<file path="src/rtl/irq_route_pkg.sv">
package irq_route_pkg;

    localparam int VEC_W  = 8;
    localparam int DLV_W  = 3;
    localparam int DEST_W = 16;

    localparam logic [31:0] MSG_ADDR_BASE = 32'hFEE0_0000;
    localparam int ADDR_DEST_LSB  = 12;
    localparam int ADDR_DMODE_BIT = 2;
    localparam int DATA_DLV_LSB   = 8;
    localparam int DATA_TRIG_BIT  = 15;

    typedef enum logic [DLV_W-1:0] {
        DLV_FIXED  = 3'b000,
        DLV_LOWPRI = 3'b001,
        DLV_SMI    = 3'b010,
        DLV_NMI    = 3'b100,
        DLV_INIT   = 3'b101,
        DLV_EXTINT = 3'b111
    } dlv_e;

    typedef struct packed {
        logic [31:0] addr;
        logic [31:0] data;
    } msg_t;

    function automatic logic [31:0] form_addr(input logic [DEST_W-1:0] dest,
                                              input logic dmode);
        logic [31:0] a;
        a = MSG_ADDR_BASE;
        a = a | (32'(dest) << ADDR_DEST_LSB);
        a[ADDR_DMODE_BIT] = a[ADDR_DMODE_BIT] | dmode;
        return a;
    endfunction

    function automatic logic [31:0] form_data(input logic [VEC_W-1:0] vec,
                                              input logic [DLV_W-1:0] dlv,
                                              input logic trig);
        logic [31:0] d;
        d = '0;
        d[VEC_W-1:0] = vec;
        d[DATA_DLV_LSB +: DLV_W] = dlv;
        d[DATA_TRIG_BIT] = trig;
        return d;
    endfunction

endpackage

</file>
<file path="src/rtl/irq_pending_track.sv">
module irq_pending_track #(
    parameter int NUM_PINS = 8
) (
    input  logic                clk,
    input  logic                rst,
    input  logic [NUM_PINS-1:0] irq_in,
    input  logic [NUM_PINS-1:0] trig_level,
    input  logic [NUM_PINS-1:0] mask,
    input  logic [NUM_PINS-1:0] edge_sent,
    output logic [NUM_PINS-1:0] pending
);

    logic [NUM_PINS-1:0] irq_q;
    logic [NUM_PINS-1:0] pend_d;

    for (genvar i = 0; i < NUM_PINS; i++) begin : g_pin
        always_comb begin
            if (trig_level[i]) begin
                pend_d[i] = irq_in[i];
            end else begin
                pend_d[i] = (pending[i] & ~edge_sent[i])
                          | (irq_in[i] & ~irq_q[i] & ~mask[i]);
            end
        end
    end

    always_ff @(posedge clk) begin
        if (rst) begin
            irq_q   <= '0;
            pending <= '0;
        end else begin
            irq_q   <= irq_in;
            pending <= pend_d;
        end
    end

endmodule

</file>
<file path="src/rtl/irq_rirr_track.sv">
module irq_rirr_track
    import irq_route_pkg::*;
#(
    parameter int NUM_PINS = 8
) (
    input  logic                            clk,
    input  logic                            rst,
    input  logic                            eoi_valid,
    input  logic [VEC_W-1:0]                eoi_vector,
    input  logic [NUM_PINS-1:0][VEC_W-1:0]  ent_vector,
    input  logic [NUM_PINS-1:0]             trig_level,
    input  logic [NUM_PINS-1:0]             level_sent,
    output logic [NUM_PINS-1:0]             rirr,
    output logic [NUM_PINS-1:0]             rirr_after_eoi
);

    logic [NUM_PINS-1:0] eoi_hit;

    for (genvar i = 0; i < NUM_PINS; i++) begin : g_hit
        assign eoi_hit[i] = eoi_valid && (ent_vector[i] == eoi_vector);
    end

    assign rirr_after_eoi = rirr & ~eoi_hit;

    always_ff @(posedge clk) begin
        if (rst) begin
            rirr <= '0;
        end else begin
            rirr <= (rirr_after_eoi | level_sent) & trig_level;
        end
    end

endmodule

</file>
<file path="src/rtl/irq_pick_lowest.sv">
module irq_pick_lowest #(
    parameter int NUM_PINS = 8,
    localparam int IDX_W = (NUM_PINS > 1) ? $clog2(NUM_PINS) : 1
) (
    input  logic [NUM_PINS-1:0] req,
    output logic [NUM_PINS-1:0] grant,
    output logic [IDX_W-1:0]    grant_idx,
    output logic                any
);

    assign grant[0] = req[0];
    for (genvar i = 1; i < NUM_PINS; i++) begin : g_grant
        assign grant[i] = req[i] & ~(|req[i-1:0]);
    end

    assign any = |req;

    always_comb begin
        grant_idx = '0;
        for (int k = 0; k < NUM_PINS; k++) begin
            if (grant[k]) grant_idx = IDX_W'(k);
        end
    end

endmodule

</file>
<file path="src/rtl/irq_delivery_engine.sv">
module irq_delivery_engine
    import irq_route_pkg::*;
#(
    parameter int NUM_PINS = 8
) (
    input  logic                            clk,
    input  logic                            rst,
    input  logic [NUM_PINS-1:0]             irq_in,
    input  logic [NUM_PINS-1:0][7:0]        ent_vector,
    input  logic [NUM_PINS-1:0][2:0]        ent_dlv,
    input  logic [NUM_PINS-1:0][15:0]       ent_dest,
    input  logic [NUM_PINS-1:0]             ent_dmode,
    input  logic [NUM_PINS-1:0]             ent_trig,
    input  logic [NUM_PINS-1:0]             ent_mask,
    input  logic [7:0]                      extint_vector,
    input  logic                            eoi_valid,
    input  logic [7:0]                      eoi_vector,
    output logic                            msg_valid,
    input  logic                            msg_ready,
    output logic [31:0]                     msg_addr,
    output logic [31:0]                     msg_data,
    output logic [NUM_PINS-1:0]             remote_irr
);

    localparam int IDX_W = (NUM_PINS > 1) ? $clog2(NUM_PINS) : 1;

    logic [NUM_PINS-1:0] pending;
    logic [NUM_PINS-1:0] rirr_eff;
    logic [NUM_PINS-1:0] eligible;
    logic [NUM_PINS-1:0] grant;
    logic [IDX_W-1:0]    grant_idx;
    logic                grant_any;
    logic                slot_free;
    logic                load;
    logic [NUM_PINS-1:0] sent;
    logic [NUM_PINS-1:0] edge_sent;
    logic [NUM_PINS-1:0] level_sent;
    logic [VEC_W-1:0]    sel_vec;
    msg_t                msg_d;
    msg_t                msg_q;

    irq_pending_track #(.NUM_PINS(NUM_PINS)) u_pend (
        .clk        (clk),
        .rst        (rst),
        .irq_in     (irq_in),
        .trig_level (ent_trig),
        .mask       (ent_mask),
        .edge_sent  (edge_sent),
        .pending    (pending)
    );

    irq_rirr_track #(.NUM_PINS(NUM_PINS)) u_rirr (
        .clk            (clk),
        .rst            (rst),
        .eoi_valid      (eoi_valid),
        .eoi_vector     (eoi_vector),
        .ent_vector     (ent_vector),
        .trig_level     (ent_trig),
        .level_sent     (level_sent),
        .rirr           (remote_irr),
        .rirr_after_eoi (rirr_eff)
    );

    // an end-of-interrupt seen this cycle already unblocks its pins here
    assign eligible = pending & ~ent_mask & ~(ent_trig & rirr_eff);

    irq_pick_lowest #(.NUM_PINS(NUM_PINS)) u_pick (
        .req       (eligible),
        .grant     (grant),
        .grant_idx (grant_idx),
        .any       (grant_any)
    );

    assign slot_free  = !msg_valid || msg_ready;
    assign load       = grant_any && slot_free;
    assign sent       = load ? grant : '0;
    assign edge_sent  = sent & ~ent_trig;
    assign level_sent = sent & ent_trig;

    always_comb begin
        if (ent_dlv[grant_idx] == DLV_EXTINT) begin
            sel_vec = extint_vector;
        end else begin
            sel_vec = ent_vector[grant_idx];
        end
        msg_d.addr = form_addr(ent_dest[grant_idx], ent_dmode[grant_idx]);
        msg_d.data = form_data(sel_vec, ent_dlv[grant_idx], ent_trig[grant_idx]);
    end

    always_ff @(posedge clk) begin
        if (rst) begin
            msg_valid <= 1'b0;
            msg_q     <= '0;
        end else if (load) begin
            msg_valid <= 1'b1;
            msg_q     <= msg_d;
        end else if (msg_ready) begin
            msg_valid <= 1'b0;
        end
    end

    assign msg_addr = msg_q.addr;
    assign msg_data = msg_q.data;

endmodule

</file>
<file path="config.mk">
export PLATFORM = sky130hd
export DESIGN_NAME = irq_delivery_engine
export DESIGN_NICKNAME = d
export VERILOG_FILES = /design/src/rtl/irq_route_pkg.sv /design/src/rtl/irq_pending_track.sv /design/src/rtl/irq_rirr_track.sv /design/src/rtl/irq_pick_lowest.sv /design/src/rtl/irq_delivery_engine.sv
export SDC_FILE = /design/constraint.sdc
export NUM_CORES = 1
export LEC_CHECK = 0
export BUFFER_PORTS_ARGS = -buffer_cell sky130_fd_sc_hd__buf_2
export CAP_MARGIN = 25
export CORE_AREA = 2 2 134 136
export CTS_CLUSTER_DIAMETER = 80
export DETAILED_ROUTE_END_ITERATION = 12
export DIE_AREA = 0 0 136 138
export GPL_TIMING_DRIVEN = 0
export PLACE_DENSITY = 0.72
export SYNTH_ARGS = -nofsm -noshare
export SYNTH_HDL_FRONTEND = slang
export SYNTH_SLANG_ARGS = --single-unit
</file>
<file path="constraint.sdc">
create_clock -name clk -period 4 [get_ports clk]
set_input_delay 0.4 -clock clk [delete_from_list [all_inputs] [get_ports clk]]
set_output_delay 0.4 -clock clk [all_outputs]
set_load 0.02 [all_outputs]
</file>
# Word level (Yosys, flattened, before mapping)
# Index checks and enable logic that the tools add are counted.
# totals
input_bits	268
reg_bits	52
# op_classes
mux	29
n_reduce_logical	19
n_lt_le_gt_ge	1
eq_ne	9
bitwise	82
# ops
op	n
$eq A8 B8 Y1	8
$and A8 B8 Y8	7
$bmux W16 S3	1
$not A8 Y8	4
$and A1 B1 Y1	31
$not A1 Y1	31
$bmux W8 S3	1
$mux W8	3
$mux W3	7
$mux W1	13
$mux W13	1
$bmux W3 S3	1
$logic_and A1 B1 Y1	9
$or A1 B1 Y1	8
$or A8 B8 Y8	1
$reduce_or A8 Y1	1
$reduce_or A7 Y1	1
$bmux W1 S3	2
$reduce_or A6 Y1	1
$reduce_or A5 Y1	1
$lt A3 B4 Y1 const B	1
$reduce_or A4 Y1	1
$eq A3 B3 Y1 const B	1
$reduce_or A3 Y1	1
other kinds (4)	4

# Depth between registers and ports, before layout
# Gate-level depths: netlist of the first run.
# depth
word_depth	20
depth_mapped	13
ltp_nobuf	10

# Cells and area by module
# From an unflattened synthesis of the first run, not the netlist that was laid out.
# hier_totals
cells_unflattened	480
area_unflattened_um2	4798.4
# modules_own_cells
module	cells_each	area_per_inst_um2	n_inst
irq_delivery_engine	263	2830.2	1
irq_rirr_track	146	1168.6	1
irq_pending_track	49	649.4	1
irq_pick_lowest	22	150.1	1

# Worst setup path after synthesis of the first run
# OpenSTA, ideal clock, no wires.
# synth_path
path_type	input port to flip-flop
from	input eoi_vector[5]
to	register msg_q, in the netlist msg_data[0]
t_arrival_ns	3.099
setup_slack_ns	0.779
required_time_ns	3.878
path_buffers	1
cell_stages	11
setup_time_ns	0.122
cell_sequence	buf_4 xnor2_1 nand3_1 or4_4 a31oi_4 nor2_1 o31ai_4 o221ai_1 a22oi_4 nand3_4 o311a_1
# synth_between
elab_chain_cells	20
# synth_rtl
element	line_no	text
start, declared	irq_delivery_engine.sv:17	input logic [7:0] eoi_vector,
$eq A8 B8 Y1	irq_rirr_track.sv:20	assign eoi_hit[i] = eoi_valid && (ent_vector[i] == eoi_vector);
$logic_and A1 B1 Y1	irq_rirr_track.sv:20	
$not A8 Y8 *	irq_rirr_track.sv:23	assign rirr_after_eoi = rirr & ~eoi_hit;
$and A8 B8 Y8 *	irq_rirr_track.sv:23	
$and A8 B8 Y8 *	irq_delivery_engine.sv:65	assign eligible = pending & ~ent_mask & ~(ent_trig & rirr_eff);
$not A8 Y8 *	irq_delivery_engine.sv:65	
$and A8 B8 Y8 *	irq_delivery_engine.sv:65	
$not A1 Y1 / $reduce_or A2 Y1 (equally long branches)	irq_pick_lowest.sv:13	assign grant[i] = req[i] & ~(|req[i-1:0]);
$and A1 B1 Y1 / $not A1 Y1 (equally long branches)	irq_pick_lowest.sv:13	
$mux W1 / $and A1 B1 Y1 (equally long branches)	irq_pick_lowest.sv:21, irq_pick_lowest.sv:13	
$mux W3 (6 in a row)	irq_pick_lowest.sv:21	if (grant[k]) grant_idx = IDX_W'(k);
$bmux W3 S3	irq_delivery_engine.sv:81	if (ent_dlv[grant_idx] == DLV_EXTINT) begin
$mux W3 (not written as such)	irq_delivery_engine.sv:81	
$eq A3 B3 Y1	irq_delivery_engine.sv:81	
$mux W8	irq_delivery_engine.sv:81	
end signal, assigned	irq_delivery_engine.sv:96	msg_q <= msg_d;
end, declared	irq_delivery_engine.sv:40	msg_t msg_q;
# Mark *: on every way between the ends. The rest lies on a longest branch, timed or not. The select of a mux whose other input is x is not followed.
# A chain may end at the register's enable or synchronous reset.

# Worst setup path in the final report of the first run
# layout_path
from	input eoi_vector[5]
to	register msg_q, in the netlist msg_addr[13]
# layout_between
elab_chain_cells	18
# layout_rtl
element	line_no	text
$eq A8 B8 Y1	irq_rirr_track.sv:20	
$logic_and A1 B1 Y1	irq_rirr_track.sv:20	
$not A8 Y8 *	irq_rirr_track.sv:23	
$and A8 B8 Y8 *	irq_rirr_track.sv:23	
$and A8 B8 Y8 *	irq_delivery_engine.sv:65	
$not A8 Y8 *	irq_delivery_engine.sv:65	
$and A8 B8 Y8 *	irq_delivery_engine.sv:65	
$not A1 Y1 / $reduce_or A2 Y1 (equally long branches)	irq_pick_lowest.sv:13	
$and A1 B1 Y1 / $not A1 Y1 (equally long branches)	irq_pick_lowest.sv:13	
$mux W1 / $and A1 B1 Y1 (equally long branches)	irq_pick_lowest.sv:21, irq_pick_lowest.sv:13	
$mux W3 (6 in a row)	irq_pick_lowest.sv:21	
$bmux W16 S3	irq_delivery_engine.sv:86	msg_d.addr = form_addr(ent_dest[grant_idx], ent_dmode[grant_idx]);
$mux W13 (not written as such)	irq_delivery_engine.sv:86	
# Marked as above.

==> run metrics, run 1 <==
routed length per instance about 20 um; Synth cell types 61; first-pass GRT wire length 36390 um; Synth Area in Adders 0%; Congestion Overflow GR 0; Ports 341; most frequent cells in the layout buf_2 (264), nand2_1 (95), dfxtp_1 (49); asr flop ratio synth 0%; WP depth 13; Primary FF master, synth dfxtp_1; Top Layer Used met4; Critical Path Start Type input pin; Tcrit/Tclk final 95.40%; clk_skew approximately 0.0042 ns; met3 WL 2166 um; Vias/cell 5.387; RSZ-0062 raised after global routing true; Avg Cell Area, Syn around 7.4 um^2; fin area 7004 um^2; Final Max Slew Viols 0; Hold Crit Class in2reg; width of the chip approximately 140 um; Final nets between 1000 and 1500; Cells after DPL 1208; post-synthesis sequential area ratio 19.12%; Max Fclk roughly 0.26 GHz; WL met1 9680 um; DP Area 6792 um^2; final std cells w/o fill 1218; Hold Fails Final Rpt 0; Critical Path Slowest Stage Cell o2bb2ai_1; Via Count 6561; leak pwr ~0.0032 uW; port bufs 252; Die Height 138 um; CP top delay family compound AO/OA/AOI/OAI gates; clock-pin slew on the worst setup and hold paths 0.07 ns; row count 49; Final Setup Violations 0; Rel. slew slack a little over a third; simple-gate portion of the synthesized area 28.38%; CP Cell Sequence buf_4 -> xor2_1 -> nor3_1 -> a31oi_1 -> o2bb2ai_1 -> or3_1 -> buf_2 -> buf_1 -> o21ai_0 -> and3_1 -> a311oi_1 -> a311oi_1 -> nor3_1; RePlAce Congestion 0.9570; clk_lat worst skew 0.30 ns; initial antenna violation count 3; critical path capture point type flop; Required @ worst endpoint 4.23 ns; VDD IR max ~160 uV; WP buf/inv 3; Worst Max-Slew Pin Slew roughly 0.96 ns; die area between 15000 and 20000 um^2; Compound-Gate Fraction of Synth Area 30.24%; # DRC 0; share of cells above drive strength 1 35.26%; Synth Warn # 0; CTS H-tree depth 2; minimum clock period 3.816 ns; max incr delay on CP 0.67 ns; crit path max fanout 10; Mapped Cells 697; mux share of post-synthesis cell area 0%; largest net degree at the start of global routing 16; Synth Area in XOR/XNOR 10.92%; Post-synth EDFFs 0; vias in the first global route 6431; Hold Crit Depth 2; Syn-to-layout area delta 36.50%; max-cap violations 0; number of antenna-violating nets in the routed design 0; r2r worst-path depth 10; CORE AREA 17530 um^2; Initial Util 29.26%; All-Layer GR Usage 25.56%; CTS Buf Count 5; CTS tree yes; Post-Route WL 24500 um; most common cell after layout, fill and taps aside buf_2; CTS sink cnt slightly below 50; Root Buffer clkbuf_16; crit path kind in2reg; DP HPWL approximately 20000 um; metal2 WL 11420 um; synthesized cell area between 5000 and 6000 um^2; status finished clean; DRT Pass-1 Iters 7; crit path DAT 4.05 ns; Yosys reg bits 49; drt initial violations 575; Pwr Density 328.7 nW/um^2; main combinational cell family by area after synthesis compound AO/OA/AOI/OAI gates; clock buffer depth 2
-- where the power goes --
group | switching, uW | internal, uW | leakage [uW]
clock network | 201 | 357 | 0.0000938
logic | 733 | 434 | 0.00268
registers | 30.6 | 546 | 0.000405
-- registers in the layout, summed over array words and instances (netlist names) --
| register | count |
|---|---|
| u_pend.pending | 8 |
| u_rirr.rirr | 8 |
| msg_data | 12 |
| u_pend.irq_q | 8 |
| msg_valid | 1 |
| msg_addr | 12 |
-- cells by family (layout without fill, tap and decap cells) --
family	count (synthesis)	after routing
other	1	33
xor gates and xnor gates	64	64
buffers and inverters	101	361
and+or+nand+nor	295	295
AOI/OAI and AO/OA	187	187
DFF	49	49
-- final cells by class --
type,instances,area [um^2]
diodes,2,5.005
plain buffers,99,580.6
clock buffers,5,125.1
clock inverters,3,65.06
fillers,1900,10530
inverters,2,7.507
multi-input cells,577,3692
flip-flops and latches,49,980.9
well taps,229,286.5
repair buffers,252,1261
-- metal layers --
layer,vias up,GRT usage [%]
met5,-,0
met4,0,12.06
met3,67,5.171
met2,363,42.13
met1,3027,31.68
li1,3104,-
-- path summary, 6_finish.rpt --
path,from,end,slack [ns]
worst min register to register,msg_data[10],msg_data[10],0.46
worst max register to register,u_pend.pending[6],msg_data[3],0.44
worst min-delay path,irq_in[7],u_pend.irq_q[7],0.32
worst max-delay path,eoi_vector[5],msg_addr[13],0.18
-- stage by stage --
stage / utilization (%) / hold slack (ns) / TNS [ns] / setup slack, ns / total power (uW)
after floorplan: - / 0.4434 / 0 / 0.7789 / 1305
after global placement: 38.73 / 0.4402 / -3.068 / -0.2129 / 1728
after detailed placement: 38.73 / 0.4465 / -3.941 / -0.2495 / 1733
after CTS: 39.82 / 0.3119 / 0 / 0.07274 / 2294
after global routing: 39.93 / 0.3159 / -0.01474 / -0.01474 / 2423
final: 39.95 / 0.3199 / 0 / 0.1839 / 2302
-- cell usage after synthesis (all sizes together), types with 4 or more instances --
cell | instances | area (um^2)
a211oi | 27 | 207.7
a21oi | 25 | 125.1
a221oi | 8 | 70.07
a22oi | 4 | 71.32
a311o | 16 | 160.2
a311oi | 24 | 210.2
a31oi | 6 | 73.82
and3 | 19 | 118.9
buf | 63 | 435.4
clkbuf | 36 | 135.1
dfxtp | 49 | 980.9
nand2 | 95 | 356.6
nand2b | 10 | 62.56
nand3 | 46 | 242.7
nand4 | 7 | 43.79
nor2 | 47 | 181.4
nor2b | 15 | 93.84
nor3 | 30 | 155.1
nor3b | 4 | 30.03
nor4 | 5 | 37.53
o211ai | 9 | 67.56
o21ai | 22 | 110.1
o221ai | 9 | 91.34
o311a | 24 | 240.2
xnor2 | 27 | 236.5
xor2 | 37 | 324.1
-- what timing repair did --
action | in CTS | in global routing
setup buffers | 0 | 0
hold buffers | 0 | 0
setup endpoints to repair | 0 | 22
resized for setup | 0 | 18
Power figures use the tool's default switching activity.
==> inputs of run 2 (changes only) <==
CORE_AREA = default   (was 2 2 134 136)
CORE_UTILIZATION = 30   (was default)
DIE_AREA = default   (was 0 0 136 138)
PLACE_DENSITY = 0.73   (was 0.72)
==> run 2 against run 1 <==
Count of clock-buffer cells in the layout increased by 1. Combinational power about the same. First-iteration DRC count decreased by 23%. Sequential share of layout area increased by 0.16 points. Register-to-register slack improved by 0.03 ns. Critical endpoint is now msg_addr[19]. Largest power group unchanged.
==> run metrics, run 2 (synthesized netlist as in run 1, its figures left out) <==
clock-pin slew on the worst setup and hold paths 0.07 ns; max incr delay on CP 0.67 ns; # Post-CTS Setup Buffers 0; crit path DAT between 4 and 5 ns; row count 47; clock network fraction of total power 19.6%; CP Cell Sequence buf_2 -> xnor2_1 -> nand3_1 -> or4_1 -> a31oi_4 -> nor2_2 -> a31oi_1 -> buf_2 -> clkbuf_1 -> nand3_1 -> a311oi_1 -> nor3_1; clk_skew roughly 0.0066 ns; Via Count 6531; DP HPWL 19050 um; Root Buffer clkbuf_16; number of antenna-violating nets in the routed design 0; routed length per instance 19.58 um; drt initial violations 442; # DRC 0; clk_lat worst skew between 0.2 and 0.3 ns; Final Max Slew Viols 0; Final nets between 1000 and 1500; critical path capture point type flop; Pwr Density 309.6 nW/um^2; Post-Route WL 23590 um; leak pwr 0.003140 uW; vias in the first global route around 6100; All-Layer GR Usage 25.84%; Reg power frac 27.0%; pre-CTS WS -0.1854 ns; Worst Slack Setup Final 0.1127 ns; ANT cells 0; clock buffer depth 2; CORE AREA 16640 um^2; Hold Fails Final Rpt 0; internal power 1208 uW; share of cells above drive strength 1 34.52%; Max Fclk 0.2572 GHz; Die Height about 130 um; Tcrit/Tclk final between 90 and 100%; status finished clean; Vias/cell 5.420; Initial Util between 30 and 40%; Critical Path Start Type input pin; minimum clock period 3.887 ns; most common cell after layout, fill and taps aside buf_2; crit path kind in2reg; Required @ worst endpoint 4.15 ns; Hold Crit Class in2reg; r2r setup slk 0.47 ns; CTS Buf Count 5; CTS tree yes; width of the chip 132.8 um; initial antenna violation count 0; crit path max fanout 10; die area approximately 18000 um^2; Worst Max-Slew Pin Slew around 0.88 ns; largest net degree at the start of global routing 15; max-cap violations 0; Switching Share between 40% and 50%; RSZ-0062 raised after global routing false; Congestion Overflow GR 0; Rel. slew slack 41.08%; first-pass GRT wire length 35010 um; Hold Slack roughly 0.33 ns; # fillers 1792; most frequent cells in the layout buf_2 (264), nand2_1 (95), dfxtp_1 (49); port bufs 252; Critical Path Slowest Stage Cell or4_1; Final Setup Violations 0; VDD IR max 166.8 uV; CTS sink cnt 49; Ports 341; DRT Pass-1 Iters 5; Logic pwr share 53.4%; CTS H-tree depth 2; Net Sw Power 936.1 uW; RePlAce Congestion roughly 0.93; Syn-to-layout area delta 34.99%
## run 2: changes by cell type in the layout (fill, tap and decap cells not counted), sizes merged
| cell | change |
|---|---|
| bufinv | -2 |
| diode | -2 |
## run 2: repair_timing
action,in CTS,in global routing
hold buffers,0,0
gates resized for setup,0,6
endpoints found under the setup margin,0,24
## run 2: layer usage
| metal | part of all wire [%] | vias to the layer above | global-route usage, % | wire length, um |
|---|---|---|---|---|
| li1 | - | 3106 | - | - |
| met1 | 43 | 2997 | 35.12 | 10180 |
| met2 | 45 | 381 | 40.95 | 10580 |
| met3 | 9.1 | 47 | 4.368 | 2154 |
| met4 | 2.9 | 0 | 9.004 | 680 |
| met5 | 0 | - | 0 | 0 |
## run 2: worst max-delay path, delay by kind of cell
kind | cells | cell delay [ns]
XOR/XNOR | 1 | 0.16
buffers and inverters | 3 | 1.14
AO/OA/AOI/OAI | 3 | 1.17
AND/OR/NAND/NOR | 5 | 1.14
## run 2: path summary, 6_finish.rpt
check                     from               to  cells after the start
max reg2reg  u_pend.pending[6]     msg_addr[19]                     11
max              eoi_vector[3]     msg_addr[19]                     12
min                  irq_in[4]  u_pend.irq_q[4]                      2
min reg2reg        msg_data[8]      msg_data[8]                      2
## run 2: power groups by stage
| stage | Sequential (uW) | Combinational [uW] | Clock (uW) |
|---|---|---|---|
| floorplan | 643 | 662 | 0 |
| global route | 585 | 1230 | 445 |
| finish | 578 | 1150 | 420 |
| CTS | 578 | 1130 | 429 |
| global placement | 585 | 1120 | 0 |
| detailed placement | 588 | 1120 | 0 |
## run 2: cell type report
| class | instances | area, um^2 | share of cell area, % |
|---|---|---|---|
| multi-input combinational | 577 | 3695 | 53.34 |
| timing repair buffer | 252 | 1261 | 18.21 |
| sequential | 49 | 980.9 | 14.16 |
| buffer | 98 | 569.3 | 8.219 |
| tap | 220 | 275.3 | 3.974 |
| clock buffer | 6 | 128.9 | 1.861 |
| clock inverter | 1 | 8.758 | 0.1264 |
| inverter | 2 | 7.507 | 0.1084 |
## run 2: per-stage QoR
step	instances	utilization, %	total power (uW)	setup TNS, ns	area [um^2]
4_1_cts	1206	41.57	2133	0	6918
2_1_floorplan	727	-	1305	0	5244
3_3_place_gp	1199	40.74	1701	-1.036	6780
3_5_place_dp	1199	40.74	1711	-1.942	6780
5_1_grt	1205	41.62	2256	0	6927
6_report	1205	41.62	2144	0	6927
==> inputs of run 3 (changes only) <==
PLACE_DENSITY = default   (was 0.73)
==> run 3 against run 2 <==
Wire length is 0.19% lower. Clock power grew 4%. Core utilization grew 0.14 points. Cell area up 0.33%. Cell count rose by 0.25%. Via count down 0.14%. Total power increased by 0.64%. Critical path depth did not move. Global-route usage fell by 0.098 points. Sequential share of layout area about the same. Non-clock buffer count is 1 higher. Register-to-register slack gained 0.03 ns. Critical path type unchanged. Largest cell class unchanged.
==> run metrics, run 3 (synthesized netlist as in run 1, its figures left out) <==
status finished clean; Hold Fails Final Rpt 0; CORE AREA about 17000 um^2; hold_sp irq_in[3]; initial antenna violation count 1; Max Fclk 0.2656 GHz; number of antenna-violating nets in the routed design 0; hold endpoint u_pend.irq_q[3]; DRT Pass-1 Iters 5; register area 980.9 um^2; RSZ-0062 raised after global routing false; Vias/cell roughly 5.4; CTS sink cnt slightly below 50; vias in the first global route 5926; Congestion Overflow GR 0; VDD IR max 161.9 uV; r2r startpoint u_pend.pending[6]; leak pwr 0.003152 uW; Hold Crit Class in2reg; Root Buffer clkbuf_16; Hold Crit Depth 2; clk_skew 0.007143 ns; Final Setup Violations 0; clock-pin slew on the worst setup and hold paths around 0.070 ns; # fillers 1815; # DRC 0; r2r worst-path depth 10; width of the chip 132.8 um; Initial Util 30.83%; CTS tree yes; fin area 6949 um^2; routed length per instance 19.49 um; most common cell after layout, fill and taps aside buf_2; clock buffer depth 2; CTS H-tree depth 2; Rel. slew slack 40.76%; drt initial violations about 500; Syn-to-layout area delta 35.43%; clk_lat worst skew 0.30 ns; max-cap violations 0; All-Layer GR Usage 25.74%; Cells after DPL 1199; critical path capture point type flop; CTS Buf Count 5; Worst Max-Slew Pin Slew 0.8886 ns; final std cells w/o fill 1208; crit path DAT around 4 ns; Final nets 1254; Final Max Slew Viols 0; port bufs ~250; Via Count around 6500; DP HPWL about 19000 um; R2R Path End msg_data[4]; crit path kind in2reg; row count 47; Tcrit/Tclk final 94.14%; die area between 15000 and 20000 um^2; Multi-input gate area 3700 um^2; Required @ worst endpoint 4.24 ns; Post-Route WL ~24000 um; r2r setup slk 0.50 ns; largest net degree at the start of global routing 17; Pwr Density 310.5 nW/um^2; share of cells above drive strength 1 approximately a third; minimum clock period 3.766 ns; Critical Path Start Type input pin; crit path max fanout 10; DP Area 6780 um^2; first-pass GRT wire length roughly 35000 um; RePlAce Congestion 0.9645; Ports 341; Die Height 132.8 um; most frequent cells in the layout buf_2 (264), nand2_1 (95), dfxtp_1 (49)
## run 3: changes by cell type in the layout (fill, tap and decap cells not counted), sizes merged
| cell | change |
|---|---|
| clkinvlp | +1 |
| diode | +1 |
| inv | +1 |
## run 3: worst max-delay path by stage
stage / startpoint / end / slack (ns) / cells after the start
global placement: eoi_vector[0] / msg_addr[15] / -0.30 / 12
finish: eoi_vector[3] / msg_data[6] / 0.23 / 12
CTS: eoi_vector[0] / msg_addr[15] / 0.15 / 12
global route: eoi_vector[4] / msg_data[6] / 0.006 / 11
detailed placement: eoi_vector[0] / msg_addr[15] / -0.30 / 12
floorplan: eoi_vector[5] / msg_data[0] / 0.78 / 11
## run 3: routing by layer
| metal | routed length (um) | global-route usage (%) | up-vias | part of all wire [%] |
|---|---|---|---|---|
| li1 | - | - | 3111 | - |
| met1 | 10410 | 35.77 | 3044 | 44 |
| met2 | 10710 | 39.88 | 333 | 45 |
| met3 | 1879 | 4.828 | 34 | 8.0 |
| met4 | 544 | 8.046 | 0 | 2.3 |
| met5 | 0 | 0 | - | 0 |
## run 3: power by group
part           internal, uW  switching, uW
Clock                   234            205
Combinational           432            709
Sequential              546           32.1
Total                  1210            946
## run 3: cell type report
type	instances	area share (%)
timing repair buffer	252	18.15
clock inverter	3	0.3061
sequential	49	14.12
inverter	2	0.1080
multi-input combinational	577	53.24
clock buffer	5	1.801
buffer	99	8.282
antenna	1	0.03601
tap	220	3.961
## run 3: through the flow
step / setup TNS (ns) / hold slack (ns) / total power, uW / setup slack [ns] / utilization [%]
after floorplan: 0 / 0.4434 / 1305 / 0.7789 / -
after global placement: -1.922 / 0.4457 / 1705 / -0.3019 / 40.74
after detailed placement: -2.468 / 0.4485 / 1709 / -0.3039 / 40.74
after CTS: 0 / 0.3313 / 2148 / 0.1470 / 41.63
after global routing: 0 / 0.3361 / 2284 / 0.006497 / 41.76
final: 0 / 0.3326 / 2158 / 0.2345 / 41.76
## run 3: timing repair
action | in CTS | in global routing
gates cloned | 0 | 0
gates resized for setup | 1 | 9
buffers inserted | 0 | 0
hold buffers | 0 | 0
pin swaps | 0 | 1
setup endpoints to repair | 1 | 23
## run 3: critical path, stage by stage
cell and delay, ns:
buf_2 0.27, xnor2_1 0.17, nand3_1 0.08, or4_1 0.64
a31oi_4 0.35, nor3_1 0.17, clkbuf_1 0.29, a21oi_1 0.76
clkbuf_1 0.50, nor2_1 0.09, nor2_1 0.10, o311a_1 0.17
